[src/rtl/keycode_pkg.sv]
package keycode_pkg;
    parameter int unsigned DIGIT_W   = 4;
    parameter int unsigned NUM_SLOTS = 4;
    localparam int unsigned PTR_W  = (NUM_SLOTS > 1) ? $clog2(NUM_SLOTS) : 1;
    localparam int unsigned CODE_W = DIGIT_W * NUM_SLOTS;

    typedef logic [DIGIT_W-1:0] digit_t;
    typedef logic [PTR_W-1:0]   ptr_t;
endpackage

[src/rtl/keycode_ptr.sv]
module keycode_ptr
    import keycode_pkg::*;
(
    input  logic clk,
    input  logic rst_n,
    input  logic adv_i,
    input  logic clear_i,
    output ptr_t ptr_o
);
    localparam ptr_t LAST = ptr_t'(NUM_SLOTS - 1);

    typedef struct packed {
        ptr_t ptr;
    } state_t;

    state_t s_d, s_q;

    always_comb begin
        s_d = s_q;
        if (clear_i) begin
            s_d.ptr = '0;
        end else if (adv_i) begin
            s_d.ptr = (s_q.ptr == LAST) ? '0 : s_q.ptr + 1'b1;
        end
    end

    always_ff @(posedge clk or negedge rst_n) begin
        if (!rst_n) s_q <= '0;
        else        s_q <= s_d;
    end

    assign ptr_o = s_q.ptr;

    // the pointer advances by one or wraps from the last slot to 0
    assert_ptr_step_R5: assert property (@(posedge clk) disable iff (!rst_n)
        (adv_i && !clear_i) |=> (ptr_o == (($past(ptr_o) == LAST) ? ptr_t'(0) : ptr_t'($past(ptr_o) + 1'b1))));
    // clear rewinds the pointer
    assert_ptr_clear_R6: assert property (@(posedge clk) disable iff (!rst_n)
        clear_i |=> (ptr_o == '0));
    assert_ptr_range_R4: assert property (@(posedge clk) disable iff (!rst_n)
        ptr_o <= LAST);
endmodule

[src/rtl/keycode_slots.sv]
module keycode_slots
    import keycode_pkg::*;
(
    input  logic                 clk,
    input  logic                 rst_n,
    input  logic [NUM_SLOTS-1:0] wr_sel_i,
    input  digit_t               wr_data_i,
    input  logic                 clear_i,
    output logic [CODE_W-1:0]    code_o
);
    typedef struct packed {
        digit_t [NUM_SLOTS-1:0] slot;
    } state_t;

    state_t s_d, s_q;

    always_comb begin
        s_d = s_q;
        for (int i = 0; i < NUM_SLOTS; i++) begin
            if (clear_i)          s_d.slot[i] = '0;
            else if (wr_sel_i[i]) s_d.slot[i] = wr_data_i;
        end
    end

    always_ff @(posedge clk or negedge rst_n) begin
        if (!rst_n) s_q <= '0;
        else        s_q <= s_d;
    end

    // slot 0 is the most significant nibble
    for (genvar g = 0; g < NUM_SLOTS; g++) begin : g_pack
        assign code_o[CODE_W-1-g*DIGIT_W -: DIGIT_W] = s_q.slot[g];
    end

    // at most one slot is written per cycle
    assert_one_slot_R2: assert property (@(posedge clk) disable iff (!rst_n)
        $onehot0(wr_sel_i));
    // with no write and no clear the contents stay put
    assert_hold_R8: assert property (@(posedge clk) disable iff (!rst_n)
        (wr_sel_i == '0 && !clear_i) |=> $stable(code_o));
    // clear empties the slots
    assert_clear_R6: assert property (@(posedge clk) disable iff (!rst_n)
        clear_i |=> (code_o == '0));
endmodule

[src/rtl/keycode_capture.sv]
module keycode_capture
    import keycode_pkg::*;
(
    input  logic        clk,
    input  logic        rst_n,
    input  logic        key_stb_i,
    input  logic [3:0]  key_code_i,
    input  logic        clear_i,
    output logic [15:0] code_o
);
    ptr_t                 wr_ptr;
    logic [NUM_SLOTS-1:0] wr_sel;
    logic                 wr_en;

    // a clear in the same cycle discards the strobe
    assign wr_en = key_stb_i && !clear_i;

    for (genvar g = 0; g < NUM_SLOTS; g++) begin : g_sel
        assign wr_sel[g] = wr_en && (wr_ptr == ptr_t'(g));
    end

    keycode_ptr i_ptr (
        .clk     (clk),
        .rst_n   (rst_n),
        .adv_i   (wr_en),
        .clear_i (clear_i),
        .ptr_o   (wr_ptr)
    );

    keycode_slots i_slots (
        .clk       (clk),
        .rst_n     (rst_n),
        .wr_sel_i  (wr_sel),
        .wr_data_i (digit_t'(key_code_i)),
        .clear_i   (clear_i),
        .code_o    (code_o)
    );

    // a written digit appears in the nibble that the pointer selected
    assert_digit_lands_R2: assert property (@(posedge clk) disable iff (!rst_n)
        wr_en |=> (code_o[15-4*$past(wr_ptr) -: 4] == $past(key_code_i)));
    // a clear together with a strobe leaves the code empty
    assert_clear_wins_R7: assert property (@(posedge clk) disable iff (!rst_n)
        (clear_i && key_stb_i) |=> (code_o == 16'h0));
endmodule

[config.mk]
export PLATFORM = sky130hd
export DESIGN_NAME = keycode_capture
export DESIGN_NICKNAME = d
export VERILOG_FILES = /design/src/rtl/keycode_pkg.sv /design/src/rtl/keycode_ptr.sv /design/src/rtl/keycode_slots.sv /design/src/rtl/keycode_capture.sv
export SDC_FILE = /design/constraint.sdc
export NUM_CORES = 1
export LEC_CHECK = 0
export CELL_PAD_IN_SITES_DETAIL_PLACEMENT = 0
export CELL_PAD_IN_SITES_GLOBAL_PLACEMENT = 1
export CORE_MARGIN = 1.5
export CORE_UTILIZATION = 38
export CTS_CLUSTER_DIAMETER = 80
export DETAILED_ROUTE_END_ITERATION = 10
export GPL_ROUTABILITY_DRIVEN = 0
export GPL_TIMING_DRIVEN = 1
export HOLD_SLACK_MARGIN = 0.03
export PLACE_DENSITY_LB_ADDON = 0.1
export SKIP_CTS_REPAIR_TIMING = 1
export SYNTH_ARGS = -nofsm -noshare
export SYNTH_HDL_FRONTEND = slang
export SYNTH_HIERARCHICAL = 1
export SYNTH_SLANG_ARGS = --single-unit
[constraint.sdc]
create_clock -name clk -period 3.4 [get_ports clk]
set_input_delay 0.68 -clock clk [delete_from_list [all_inputs] [get_ports clk]]
set_output_delay 0.68 -clock clk [all_outputs]
set_load 0.05 [all_outputs]
# Word level (Yosys, flattened, before mapping)
# Index checks and enable logic that the tools add are counted.
[classes]
muxes = 11
reduce_logical = 12
add_sub_neg = 1
eq_ne = 3
[op_table]
columns = ["cell", "count"]
rows = [
  ["4-bit 2-to-1 mux", 8],
  ["2-bit nonzero test", 5],
  ["2-bit 2-to-1 mux", 3],
  ["1-bit logical AND", 5],
  ["2-bit == test (second input constant)", 2],
  ["2-bit by 1-bit adder with 2-bit output (second input constant)", 1],
  ["2-bit by 1-bit == test with 1-bit output (second input constant)", 1],
  ["2-bit zero test", 1],
  ["1-bit zero test", 1],
]
[word_totals]
word_cells = 32
output_inout_bits = 16
input_bits = 8
register_bits = 18

# Depth between registers and ports, before layout
# Gate-level depths: netlist (run 1).
[logic_depth]
word_depth = 5
depth_mapped = 4
depth_no_buf = 3

# Hierarchy
# Netlist (run 1), hierarchy kept.
[modules_own_cells]
columns = ["module", "n_inst", "seq_area_each_um2", "area_each_um2", "cells_each"]
rows = [
  ["keycode_slots", 1, 400.4, 656.9, 54],
  ["keycode_ptr", 1, 50.0, 100.1, 8],
  ["keycode_capture", 1, 0.0, 60.1, 5],
]

# Worst setup path after synthesis (run 1)
# Ideal clock, no wire load.
[synth_timing]
kind = "in2reg"
from = "in clear_i"
to = "reg i_slots.s_q, in the netlist i_slots/code_o[12]"
stages = 4
t_arrival_ns = 1.338
slack_ns = 1.942
n_path_buf = 1
required_time_ns = 3.280
setup_ns = 0.120
path_cell_list = "nor4b_2 -> clkbuf_2 -> mux2i_1 -> nor2_1"
[synth_between]
elab_chain_cells = 4
elab_cells_between_ends = 5
classes_between = "mux (1); reduce/logical (4)"
[synth_rtl]
columns = ["element", "line_no", "rtl"]
rows = [
  ["from (decl)", "keycode_capture.sv:8", "input logic clear_i,"],
  ["1-bit zero test", "keycode_capture.sv:16", "assign wr_en = key_stb_i && !clear_i;"],
  ["1-bit logical AND", "keycode_capture.sv:16", ""],
  ["1-bit logical AND", "keycode_capture.sv:19", "assign wr_sel[g] = wr_en && (wr_ptr == ptr_t'(g));"],
  ["2-bit nonzero test (no line)", "-", ""],
  ["to (signal assigned)", "keycode_slots.sv:26", "if (!rst_n) s_q <= '0;"],
  ["to (signal assigned)", "keycode_slots.sv:27", "else s_q <= s_d;"],
  ["to (decl)", "keycode_slots.sv:15", "state_t s_d, s_q;"],
]
# Several ways; a longest one is shown, not always the timed one.
# A chain may end at the register's enable or synchronous reset.

# Worst setup path after layout (run 1)
[layout_timing]
from = "reg i_slots.s_q, in the netlist i_slots/code_o[15]"
to = "out code_o[15]"
[layout_lines]
columns = ["element", "line_no", "rtl"]
rows = [
  ["to (decl)", "keycode_capture.sv:9", "output logic [15:0] code_o"],
]
# No word-level cell between the ends.

==> results.yml, run 1 <==
outcome:
  status: "completed"
sta:
  finalSetupViolCount: 0
  final.setup.tns_ps: 0
  rsz0062_at_grt: "no"
  clock.fmax_ghz: 0.464
  relSlewSlack_pct: 46.2
  slew_viol_final: 0
  min_period_over_period_pct: 63.4
  period_minus_slack_ps: 2160
  finalHoldViolCount: 0
  tightest_slew_ps: 805
  finClkSkew_ps: 5.48
power_and_ir_drop:
  max-vdd-ir-drop_v: 0.000206
  combPwrFrac_pct: 13.4
  p_sw_mw: 0.0977
  p_sw_share_pct: 24.2
  leakagePower_nw: 0.456
  clockPowerShare_pct: 31.6
  internal_power_mw: 0.306
  powerDensity_nw_per_um2: 371
  pwr-share-seq_pct: 55.1
  power_mw: 0.404
placement:
  place_area_sq_um: 1050
  io_buffer_count: 23
  hpwl_um: 1120
  place_inst: 112
final_layout:
  nets: 99
  mostFrequentLayoutCells: "clkdlybuf4s50_1, dfrtp_1, mux2i_1, nor2_1, clkbuf_4"
  antenna_cells: 0
  post-route-cell-area_sq_um: 1090
  final_util_pct: 54.4
  seq_area_sq_um: 450
  fillers: 197
  instances_no_fill: 116
  multi_input_area_sq_um: 330
  drive_above_1_share_pct: 12.4
  final_common_cell: "clkdlybuf4s50_1"
  areaGrowthSynthToFinish_pct: 33.2
route:
  routed_wl_um: 1580
  routed_via_density: 4.66
  route.detailed.drc: 0
  wl_per_cell_um: 13.6
  vias: 541
  antenna_left: 0
  drtPass1Iterations: 2
  drt_first_iter_violations: 1
worst_setup_path:
  path_buf_inv: 1
  cpLargestDelayFamily: "buffers and inverters"
  required_ps: 2720
  critPathKind: "reg2out"
  cpMaxStageDelayCell: "clkdlybuf4s50_1"
  start_kind: "flop"
  max_stage_delay_ps: 810
  worstPathCellList: "clkdlybuf4s50_1"
  arrival_ps: 1480
  crit_path_max_fanout: 2
  end_kind: "output port"
clock_network:
  cts_max_path_buffers: 2
  cts-root-buf: "clkbuf_4"
  cts_tree: "built"
  numCtsBuffers: 3
  clkLatencyLatePin_ps: 280
  numClockSinks: 18
  path_clk_slew_ps: 100
  cts_max_level: 1
synth:
  ys_seq_area_share_pct: 55.1
  syn_area_per_cell_sq_um: 12.2
  netlist_area_sq_um: 817
  yosys-top-cells-area: "dfrtp_1, mux2i_1, nor2_1"
  synthCells: 67
  synth_top_cell_area_share_pct: 55.1
  synth_nets: 76
  yosys_warnings: 6
  synth-seq-cells: 18
  yosys.area.top_type: "dfrtp_1"
  ys_types: 13
die:
  die_w_um: 49.4
  dieHeight_um: 49.4
  top_level_ports: 24
  rows: 16
  start_util_pct: 40.8
  core_sq_um: 2000
  dieArea_sq_um: 2440
worst_hold_path:
  min_path_type: "reg2reg"
grt:
  grt_pass1_wl_um: 2790
  antenna_found_initial: 0
  first_global_vias: 609
  grt_usage_pct: 15.3
  grt_remaining_overflow: 0
  grt_max_degree: 19
run:
  drv_cap: 0
[per-layer routing]
metal	global-route usage [%]	wire length (um)	up-vias
li1	-	-	269
met3	2.45	65	2
met5	0	0	-
met1	20.0	749	258
met2	24.3	748	12
met4	8.33	14	0
[worst min-delay path, cell delays in order (launching register included)]
cell and delay, ps:
dfrtp_1 350, mux2i_1 60, nor2_1 80
[stage by stage]
step                      setup slack [ps]  hold WS, ps
final                                 1240          528
after detailed placement              1000          514
after CTS                             1230          542
after floorplan                       1940          384
after global routing                  1190          571
after global placement                1010          501
[cell type report]
| type | count | share of cell area, % |
|---|---|---|
| Timing Repair Buffer | 24 | 21.8 |
| Sequential cell | 18 | 41.4 |
| Clock buffer | 4 | 3.33 |
| Multi-Input combinational cell | 43 | 30.3 |
| Tap cell | 27 | 3.10 |
[cells in the mapped netlist, drive strengths merged]
cell type,number
dfrtp,18
and4b,1
nor4b,1
ha,1
nand2b,1
and4bb,2
a21oi,1
nor2,17
mux2i,17
clkbuf,5
or3b,1
buf,1
and2b,1
[worst paths after layout]
check                      cells past startpoint                from                  to  slack, ps
hold reg to reg                                2   i_slots/code_o[4]   i_slots/code_o[4]        530
setup reg to reg                               3      i_ptr/ptr_o[1]  i_slots/code_o[12]       1930
setup / recovery                               1  i_slots/code_o[15]          code_o[15]       1240
max in group asynchronous                      1               rst_n   i_slots/code_o[5]       2050
hold / removal                                 2   i_slots/code_o[4]   i_slots/code_o[4]        530
min in group asynchronous                      1               rst_n  i_slots/code_o[14]        850
[registers in the layout, summed over array words and instances (netlist names)]
register,flops
i_ptr/ptr_o,2
i_slots/code_o,16
[power groups by stage]
stage	logic [mW]	registers (mW)	clock network (mW)
2_1_floorplan	0.0184	0.238	0
3_3_place_gp	0.0545	0.227	0
3_5_place_dp	0.0546	0.227	0
4_1_cts	0.0548	0.222	0.136
5_1_grt	0.0583	0.223	0.143
6_report	0.0539	0.222	0.127
[cells by family (layout without fill, tap and decap cells)]
| group | count (synthesis) | count (layout) | synth area share (%) |
|---|---|---|---|
| mux | 17 | 17 | 20.8 |
| compound gates | 1 | 1 | 1.07 |
| flops | 18 | 18 | 55.1 |
| fa+ha+maj | 1 | 1 | 1.53 |
| simple gates | 24 | 24 | 17.0 |
| buf+inv | 6 | 28 | 4.44 |
Power figures use the tool's default switching activity.
==> inputs of run 2 (changes only) <==
--- a/config.mk
+++ b/config.mk
@@ -8,7 +8,7 @@
 export CELL_PAD_IN_SITES_DETAIL_PLACEMENT = 0
 export CELL_PAD_IN_SITES_GLOBAL_PLACEMENT = 1
 export CORE_MARGIN = 1.5
-export CORE_UTILIZATION = 38
+export CORE_UTILIZATION = 35
 export CTS_CLUSTER_DIAMETER = 80
 export DETAILED_ROUTE_END_ITERATION = 10
 export GPL_ROUTABILITY_DRIVEN = 0
==> constraint.sdc (replaced) <==
create_clock -name clk -period 2 [get_ports clk]
set_input_delay 0.4 -clock clk [delete_from_list [all_inputs] [get_ports clk]]
set_output_delay 0.4 -clock clk [all_outputs]
set_load 0.05 [all_outputs]
==> run 2 against run 1 <==
  * Register-to-register slack worse by 1200 ps
  * Total power is 73% higher
  * First-iteration DRC count grew to 8.0 times the previous value
  * Via count is 3.0% higher
  * Highest routed layer unchanged
  * Largest cell class unchanged
  * Critical endpoint is now code_o[12]
  * Die area is 8.0% higher
  * Critical path type unchanged
  * Sequential cell count stayed put
==> results.yml, run 2 (synthesized netlist as in run 1, its figures left out) <==
outcome:
  status: "completed"
sta:
  final.setup.tns_ps: 0
  worst_slack_ps: 136
  finClkSkew_ps: 1.80
  rsz0062_at_grt: "no"
  tightest_slew_ps: 503
  relSlewSlack_pct: 66.3
  min_period_over_period_pct: 93.2
  finalSetupViolCount: 0
  timing.hold.ws_ps: 442
  clock.fmax_ghz: 0.536
  slew_viol_final: 0
  finalHoldViolCount: 0
  period_minus_slack_ps: 1860
route:
  route.detailed.drc: 0
  routed_wl_um: 1570
  vias: 557
  antenna_left: 0
  routed_via_density: 4.60
  wl_per_cell_um: 13.0
  drt_first_iter_violations: 8
  drtPass1Iterations: 4
final_layout:
  instances_no_fill: 121
  areaGrowthSynthToFinish_pct: 37.1
  mostFrequentLayoutCells: "clkdlybuf4s50_1, dfrtp_1, mux2i_1, nor2_1, buf_4"
  nets: 103
  largest_reg_flops: 16
  final_common_cell: "clkdlybuf4s50_1"
  final_util_pct: 50.6
  post-route-cell-area_sq_um: 1120
  antenna_cells: 0
  drive_above_1_share_pct: 16.1
grt:
  antenna_found_initial: 0
  grt_max_degree: 19
  grt_usage_pct: 13.9
  grt_remaining_overflow: 0
  first_global_vias: 529
  grt_pass1_wl_um: 2640
placement:
  place_area_sq_um: 1080
  hpwl_um: 1120
  io_buffer_count: 23
  place_inst: 117
  pre_cts_ws_ps: 128
clock_network:
  cts_tree: "built"
  cts_max_level: 1
  cts_max_path_buffers: 2
  clkLatencyLatePin_ps: 280
  numClockSinks: 18
  numCtsBuffers: 3
  path_clk_slew_ps: 100
  cts-root-buf: "clkbuf_4"
worst_hold_path:
  min_path_type: "in2async"
worst_setup_path:
  cpMaxStageDelayCell: "clkdlybuf4s50_1"
  crit_path_max_fanout: 2
  path_buf_inv: 1
  start_kind: "flop"
  critPathKind: "reg2out"
  end_kind: "output port"
  startpoint: "i_slots/code_o[12]"
  cp.depth: 1
  rr_worst_depth: 4
  cpLargestDelayFamily: "buffers and inverters"
  required_ps: 1600
  timing.rr.start: "i_ptr/ptr_o[1]"
  worstPathCellList: "clkdlybuf4s50_1"
  arrival_ps: 1460
  max_stage_delay_ps: 810
power_and_ir_drop:
  leakagePower_nw: 0.476
  max-vdd-ir-drop_v: 0.000459
  power_mw: 0.697
  powerDensity_nw_per_um2: 623
run:
  drv_cap: 0
die:
  core_sq_um: 2210
  dieArea_sq_um: 2630
  dieHeight_um: 51.3
  rows: 17
  top_level_ports: 24
  start_util_pct: 36.9
  die_w_um: 51.3
-- run 2: changes by cell type in the layout (fill, tap and decap cells not counted) --
cell,change
buf_4,+4
-- run 2: where the power goes --
| part | switching [mW] | total (mW) | internal, mW | leakage (nW) |
|---|---|---|---|---|
| registers | 0.00633 | 0.378 | 0.371 | 0.249 |
| clock network | 0.111 | 0.221 | 0.111 | 0.0210 |
| logic | 0.0546 | 0.0982 | 0.0437 | 0.206 |
| total | 0.172 | 0.697 | 0.526 | 0.476 |
-- run 2: layout make-up --
type                    count  area, sq um
repair buffers             28          268
multi-input cells          43          330
flip-flops and latches     18          450
clock buffers               4         36.3
fillers                   222         1090
well taps                  28         35.0
-- run 2: worst paths after layout --
kind,endpoint,slack [ps]
setup / recovery,code_o[12],140
hold / removal,i_slots/code_o[9],440
setup reg to reg,i_slots/code_o[12],740
hold reg to reg,i_slots/code_o[1],530
max in group asynchronous,i_slots/code_o[8],1360
min in group clk,i_slots/code_o[1],530
-- run 2: per-layer routing --
layer	vias up	GRT usage, %	routed length, um
met5	-	0	0
li1	280	-	-
met3	2	5.26	99
met4	0	5.26	10
met1	262	20.9	794
met2	13	18.0	669
